<file path="config.mk">
export PLATFORM = sky130hd
export DESIGN_NAME = scan_timing_gen
export DESIGN_NICKNAME = d
export VERILOG_FILES = /design/src/rtl/scan_timing_pkg.sv /design/src/rtl/scan_pos_counter.sv /design/src/rtl/scan_event_flags.sv /design/src/rtl/scan_pixel_delay.sv /design/src/rtl/scan_timing_gen.sv
export SDC_FILE = /design/constraint.sdc
export NUM_CORES = 1
export LEC_CHECK = 0
export BUFFER_PORTS_ARGS = -buffer_cell sky130_fd_sc_hd__buf_2
export CAP_MARGIN = 0
export CORE_ASPECT_RATIO = 1.5
export CORE_UTILIZATION = 35
export CTS_BUF_LIST = sky130_fd_sc_hd__clkbuf_2
export DETAILED_ROUTE_END_ITERATION = 16
export GPL_TIMING_DRIVEN = 0
export PLACE_DENSITY_LB_ADDON = 0.3
export SLEW_MARGIN = 10
export SYNTH_ARGS = -nofsm -noshare
export SYNTH_HDL_FRONTEND = slang
export SYNTH_SLANG_ARGS = --single-unit
export TNS_END_PERCENT = 5
</file>
<file path="constraint.sdc">
create_clock -name clk -period 2.6 [get_ports clk]
set_clock_uncertainty 0.1 [all_clocks]
set_input_delay 0.39 -clock clk [delete_from_list [all_inputs] [get_ports clk]]
set_output_delay 0.39 -clock clk [all_outputs]
set_load 0.03 [all_outputs]
</file>
<file path="src/rtl/scan_timing_pkg.sv">
package scan_timing_pkg;
  parameter int POS_W   = 10;
  parameter int PIX_LAT = 28;

  typedef logic [POS_W-1:0] pos_t;

  localparam pos_t LAST50   = pos_t'(511);
  localparam pos_t LAST60   = pos_t'(507);
  localparam pos_t BLANK_OFF = pos_t'(32);

  // last position of a line for the given rate
  function automatic pos_t last_pos(input logic r60);
    return r60 ? LAST60 : LAST50;
  endfunction

  function automatic pos_t de_on(input logic r60);
    return r60 ? pos_t'(52) : pos_t'(56);
  endfunction

  function automatic pos_t de_off(input logic r60);
    return r60 ? pos_t'(372) : pos_t'(376);
  endfunction

  function automatic pos_t blank_on(input logic r60);
    return r60 ? pos_t'(456) : pos_t'(460);
  endfunction

  function automatic pos_t sync_on(input logic r60);
    return r60 ? pos_t'(464) : pos_t'(468);
  endfunction

  function automatic pos_t sync_off(input logic r60);
    return r60 ? pos_t'(504) : pos_t'(508);
  endfunction
endpackage

</file>
<file path="src/rtl/scan_pos_counter.sv">
module scan_pos_counter
  import scan_timing_pkg::*;
(
  input  logic clk,
  input  logic rst,
  input  logic rate60,
  output pos_t pos_q,
  output pos_t pos_n,
  output logic wrap_n
);
  // wrap test uses >= so a late switch to the short line still ends it
  always_comb begin
    wrap_n = (pos_q >= last_pos(rate60));
    pos_n  = wrap_n ? '0 : pos_q + pos_t'(1);
  end

  always_ff @(posedge clk) begin
    if (rst) pos_q <= '0;
    else     pos_q <= pos_n;
  end


  pos_range_chk: assert property (@(posedge clk) disable iff (rst)
    pos_q <= LAST50);


  short_wrap_chk: assert property (@(posedge clk) disable iff (rst)
    (rate60 && pos_q >= LAST60) |=> (pos_q == '0));
endmodule

</file>
<file path="src/rtl/scan_event_flags.sv">
module scan_event_flags
  import scan_timing_pkg::*;
(
  input  logic clk,
  input  logic rst,
  input  logic rate60,
  input  pos_t pos_q,
  input  pos_t pos_n,
  input  logic wrap_n,
  output logic de_q,
  output logic blank_q,
  output logic sync_q,
  output logic hbi_q,
  output logic start_q,
  output logic blank_set
);
  logic de_set, de_clr, blank_clr, sync_set, sync_clr;

  // events are judged on the position the counter moves to, with the live rate
  always_comb begin
    de_set    = (pos_n == de_on(rate60));
    de_clr    = (pos_n == de_off(rate60));
    blank_set = (pos_n == blank_on(rate60));
    blank_clr = (pos_n == BLANK_OFF);
    sync_set  = (pos_n == sync_on(rate60));
    sync_clr  = (pos_n == sync_off(rate60));
  end

  always_ff @(posedge clk) begin
    if (rst) begin
      de_q    <= 1'b0;
      blank_q <= 1'b1;
      sync_q  <= 1'b0;
      hbi_q   <= 1'b0;
      start_q <= 1'b0;
    end else begin
      if (de_set)         de_q <= 1'b1;
      else if (de_clr)    de_q <= 1'b0;
      if (blank_set)      blank_q <= 1'b1;
      else if (blank_clr) blank_q <= 1'b0;
      if (sync_set)       sync_q <= 1'b1;
      else if (sync_clr)  sync_q <= 1'b0;
      hbi_q   <= wrap_n;
      start_q <= wrap_n;
    end
  end


  hbi_single_chk: assert property (@(posedge clk) disable iff (rst)
    hbi_q |=> !hbi_q);


  hbi_at_zero_chk: assert property (@(posedge clk) disable iff (rst)
    hbi_q |-> (pos_q == '0));


  de_rise_pos_chk: assert property (@(posedge clk) disable iff (rst)
    $rose(de_q) |-> (pos_q == de_on($past(rate60))));


  sync_in_blank_chk: assert property (@(posedge clk) disable iff (rst)
    sync_q |-> blank_q);
endmodule

</file>
<file path="src/rtl/scan_pixel_delay.sv">
module scan_pixel_delay #(
  parameter int LAT = 28
) (
  input  logic clk,
  input  logic rst,
  input  logic de_q,
  input  logic blank_set,
  output logic pix_q,
  output logic border_q
);
  logic [LAT-1:0] pipe;
  logic           pix_nxt;

  assign pix_q   = pipe[LAT-1];
  assign pix_nxt = pipe[LAT-2];

  always_ff @(posedge clk) begin
    if (rst) begin
      pipe     <= '0;
      border_q <= 1'b0;
    end else begin
      pipe <= {pipe[LAT-2:0], de_q};
      if (blank_set)              border_q <= 1'b0;
      else if (pix_q && !pix_nxt) border_q <= 1'b1;
    end
  end


  border_excl_chk: assert property (@(posedge clk) disable iff (rst)
    border_q |-> !pix_q);


  border_start_chk: assert property (@(posedge clk) disable iff (rst)
    $rose(border_q) |-> $fell(pix_q));
endmodule

</file>
<file path="src/rtl/scan_timing_gen.sv">
module scan_timing_gen
  import scan_timing_pkg::*;
(
  input  logic             clk,
  input  logic             rst,
  input  logic             rate60,
  output logic [POS_W-1:0] line_pos,
  output logic             line_start,
  output logic             hbi_pend,
  output logic             hblank,
  output logic             de,
  output logic             pix_vis,
  output logic             rborder,
  output logic             hsync
);
  pos_t pos_q, pos_n;
  logic wrap_n, blank_set;

  scan_pos_counter u_cnt (
    .clk(clk), .rst(rst), .rate60(rate60),
    .pos_q(pos_q), .pos_n(pos_n), .wrap_n(wrap_n)
  );

  scan_event_flags u_evt (
    .clk(clk), .rst(rst), .rate60(rate60),
    .pos_q(pos_q), .pos_n(pos_n), .wrap_n(wrap_n),
    .de_q(de), .blank_q(hblank), .sync_q(hsync),
    .hbi_q(hbi_pend), .start_q(line_start), .blank_set(blank_set)
  );

  scan_pixel_delay #(.LAT(PIX_LAT)) u_dly (
    .clk(clk), .rst(rst), .de_q(de), .blank_set(blank_set),
    .pix_q(pix_vis), .border_q(rborder)
  );

  assign line_pos = pos_q;


  reset_state_chk: assert property (@(posedge clk)
    $past(rst) |-> (line_pos == '0 && hblank && !de && !hsync && !hbi_pend));
endmodule

</file>
== Word level (Yosys, flattened, before mapping) ==
Index checks and enable logic that the tools add are counted.
Word-level totals
  input port bits: 3
  logic and storage cells: 31
  output and inout bits: 17
  bits in registers: 43
Operators by class
  $lt $le $gt $ge: 1
  mux-type cells: 11
  equality and inequality tests: 6
  $add $sub $neg: 1
  reductions and logical operators: 5
Operators by type and width (number)
  == test 10 bit: 5
  2-to-1 mux 3 bit: 4
  adder 10 x 1 -> 10 bit, second input constant: 1
  == test 10 x 6 -> 1 bit, second input constant: 1
  >= comparator 10 bit: 1
  2-to-1 mux 10 bit: 1
  2-to-1 mux 4 bit: 2
  2-to-1 mux 1 bit: 4
  nonzero test 2 bit: 2
  OR reduction 2 bit: 1
  logical AND 1 bit: 1
  zero test 1 bit: 1

== Longest topological paths before layout ==
  depth after elaboration: 6
  mapped depth: 8
  depth with buffers taken out: 7

== Cells and area by module ==
A second synthesis with hierarchy kept.
Unflattened totals
  cell total of the unflattened synthesis: 156
  area total of the unflattened synthesis: 1666.6 um^2
Modules (own cells, without submodules)
  scan_pixel_delay: area an instance 893.4 um^2, times used 1, seq. area each 580.6 um^2, cells an instance 63
  scan_pos_counter: area an instance 496.7 um^2, times used 1, seq. area each 200.2 um^2, cells an instance 60
  scan_event_flags: area an instance 276.5 um^2, times used 1, seq. area each 80.1 um^2, cells an instance 33

== Worst setup path before layout ==
Ideal clock, no wire load.
  path type: flip-flop to flip-flop
  start: reg u_cnt.pos_q[0]
  end: reg u_evt.de_q
  slack: 0.315 ns
  stages on the path, launching flop included: 9
  data arrival time: 2.057 ns
  clock period less this slack: 2.285 ns
  required time: 2.372 ns
  library setup time: 0.128 ns
  buffers on the path: 1
  path through: dfxtp_1 > ha_1 > buf_4 > nand3_2 > xor2_1 > nand2b_1 > or4_1 > o21ai_1 > o41ai_1
Between the ends
  cells in the longest elaborated chain, start to end: 4
  elaborated cells between the ends (all ways): 7
  classes of those cells: add/sub (1); order compare (1); eq/ne (2); mux (2); reduce/logical (1)
Ends and longest elaborated chain
  start: declaration: line scan_pos_counter.sv:7  | output pos_t pos_q,
  start signal: assignment: line scan_pos_counter.sv:19  | else pos_q <= pos_n;
  adder 10 x 1 -> 10 bit or >= comparator 10 bit (tied branches): line scan_pos_counter.sv:14, scan_pos_counter.sv:13
  2-to-1 mux 10 bit (*): line scan_pos_counter.sv:14  | pos_n = wrap_n ? '0 : pos_q + pos_t'(1);
  == test 10 bit (on tied branches): line scan_event_flags.sv:21, scan_event_flags.sv:22
  2-to-1 mux 1 bit or nonzero test 2 bit (tied branches)
  end signal: assignment: line scan_event_flags.sv:31  | de_q <= 1'b0;
  end signal: assignment: line scan_event_flags.sv:37  | if (de_set) de_q <= 1'b1;
  end signal: assignment: line scan_event_flags.sv:38  | else if (de_clr) de_q <= 1'b0;
  end: declaration: line scan_event_flags.sv:10  | output logic de_q,
Mark *: on every way between the ends. The rest lies on a longest branch, timed or not.
A chain may end at the register's enable or synchronous reset.

== Worst setup path after layout ==
Ends and elaborated chain as after synthesis.

==> impl_metrics.ini <==
[critical_path]
cpPeakStageDelay_ns = 0.54
slowest_stage = dfxtp_1
crit_type = flip-flop to flip-flop
worstPathRequired_ns = 2.80
critPathMaxFanout = 10
critical_path.top_delay_family = simple AND/OR/NAND/NOR gates
startpoint_type = flip-flop
crit_buf_inv = 1
path_cells = ha_1, buf_4, nand3_2, xor2_1, nand2b_1, or4_1, o21ai_1, o41ai_1
end_kind = flip-flop
arrival_ns = 2.53

[global_route]
grt_pass1_vias = 1109
grt_pass1_wl_um = 5319
grt_max_degree = 15
top_usage_layer = met2
met2_usage = 0.2163
use_met1 = 0.1787
grt_use_met3 = 0.03731
track_usage = 0.1387
grt-ovfl-total = 0
antenna_found_initial = 0

[place]
place_hpwl_um = 2222
placed_cell_area_mm2 = 0.001848
gp_congestion = 0.7630
dp.cells = 254
io_buffer_count = 19

[final_layout]
syn_to_final_growth_pct = 14.59
instances_no_fill = 262
final_cell_mix = dfxtp_1 (43), nor2b_1 (33), buf_2 (20)
fin_nets = 202
final_common_cell = dfxtp_1
design_area_mm2 = 0.001917
drive_gt1_frac = 0.1919
multi_input_area_um2 = 724.4
diodes = 0
n_fill_cell = 473
register_area_um2 = 860.8

[timing]
layout_min_cycle_time_ns = 2.330
worstMarginPinSlew_ns = 0.4148
tns_ns = 0
finalCritPeriodShare = 0.8961
hold_viol = 0
slew_violations = 0
rsz0062_at_grt = false
setup_viol = 0
worst_slew_margin_rel = 0.7235
clock.fmax_mhz = 429.2

[pwr]
worst_ir_drop_vdd_mv = 0.2971
power_leakage_nw = 0.7682
p_per_area_mw_per_mm2 = 583.1
power_mw = 1.118

[floorplanning]
die_x_um = 58.45
core_mm2 = 0.004542
dieArea_mm2 = 0.005066
std_cell_rows = 30
die_y_um = 86.67
io_pins = 20
start_util = 0.3683

[clocking]
clk_pin_slew_worst_paths_ns = 0.21
max-clock-path-buffers = 2
cts_tree = yes
clk_latency_ns = 0.40
htree_levels = 2
clock_sinks = 43
cts_resized = 0
cts-root-buf = clkbuf_2
cts_inserted_buffers = 5
cts_hold_buf = 0
post_cts_buffers = 0

[status]
outcome = completed

[run]
drv_cap = 0

[synthesis]
ys.flop_type = dfxtp_1
ys_seq_area_frac = 0.5146
synth_edf_count = 0
synth_cell_types = 41
synth_top_area_frac = 0.5146
ys_ff_latch = 43
async_reset_ff_frac = 0
postSynthAreaPerCell_um2 = 9.783
synth_area_leaders = dfxtp_1 (51%), nor2b_1 (12%), nor2_1 (3.1%), xnor2_1 (2.6%), nand3_1 (2.4%)
yosysWarningCount = 0
syn_nets = 176
netlist_instances = 171
syn_area_mm2 = 0.001673
yosys.area.top_type = dfxtp_1

[drt]
drt-initial-drc-count = 52
wl_per_cell_um = 11.85
ant_nets = 0
num_vias = 1253
via_per_inst = 4.782
route.detailed.drc = 0
dr.pass1.iters = 5
wl_um = 3105

[hold_path]
hold_class = primary input to flip-flop
[synthesized netlist by cell type, types with 3 or more instances]
master / count
o21ai_1: 3
dfxtp_1: 43
nor3_1: 4
nand4_1: 4
a21oi_1: 4
buf_4: 3
xor2_1: 4
inv_1: 5
xnor2_1: 5
nand3_1: 8
nor2_1: 14
nor2b_1: 33
nand2_1: 6
clkbuf_1: 4
[worst paths after layout]
kind | startpoint | to | slack (ns) | depth (start not counted)
min reg2reg | u_dly.pipe[26] | u_dly.pipe[27] | 0.35 | 2
min | rst | u_dly.pipe[0] | 0.14 | 2
max | u_cnt.pos_q[0] | u_evt.de_q | 0.27 | 8
max reg2reg | u_cnt.pos_q[0] | u_evt.de_q | 0.27 | 8
[kinds of logic (layout without fill, tap and decap cells)]
kind of cell               Yosys count  after routing  share of synthesized area
and+or+nand+nor                     81             81                     0.2805
buffers and inverters               15             42                    0.05235
AOI/OAI and AO/OA                   21             21                    0.09050
xor gates and xnor gates             9              9                    0.04712
adders and majority gates            2              2                    0.01496
DFF                                 43             43                     0.5146
[cell type report]
class / instances / area share
clock inverters: 3 / 0.02285
multi-input cells: 113 / 0.3779
flip-flops and latches: 43 / 0.4491
inverters: 5 / 0.009791
well taps: 64 / 0.04178
plain buffers: 10 / 0.03590
repair buffers: 19 / 0.04961
clock buffers: 5 / 0.01305
[per-stage QoR]
| stage | hold slack, ns | utilization | setup WS (ns) |
|---|---|---|---|
| 4_1_cts | 0.1200 | 0.4220 | 0.2630 |
| 3_3_place_gp | 0.3181 | 0.4069 | 0.2764 |
| 2_1_floorplan | 0.3100 | - | 0.3151 |
| 6_report | 0.1393 | 0.4220 | 0.2703 |
| 5_1_grt | 0.1008 | 0.4220 | 0.1283 |
| 3_5_place_dp | 0.3239 | 0.4069 | 0.2932 |
[report_power, final]
| group | internal (mW) | leakage (nW) | switching [mW] |
|---|---|---|---|
| Sequential | 0.665 | 0.347 | 0.00741 |
| Clock | 0.163 | 0.0429 | 0.219 |
| Combinational | 0.0228 | 0.378 | 0.0408 |
| Total | 0.851 | 0.768 | 0.267 |
[routing by layer]
layer	routed length, um	vias to the layer above	part of all wire
li1	-	633	-
met2	1409	33	0.45
met3	143	5	0.046
met5	0	-	0
met1	1505	582	0.48
met4	46	0	0.015
[state kept, by name, indices dropped and copies added, names as in the netlist]
name / cells
u_cnt.pos_q: 10
u_dly.pipe: 28
u_evt.de_q: 1
u_evt.blank_q: 1
u_dly.border_q: 1
u_evt.sync_q: 1
u_evt.hbi_q: 1
No activity file was read; power rests on OpenSTA's default activity.
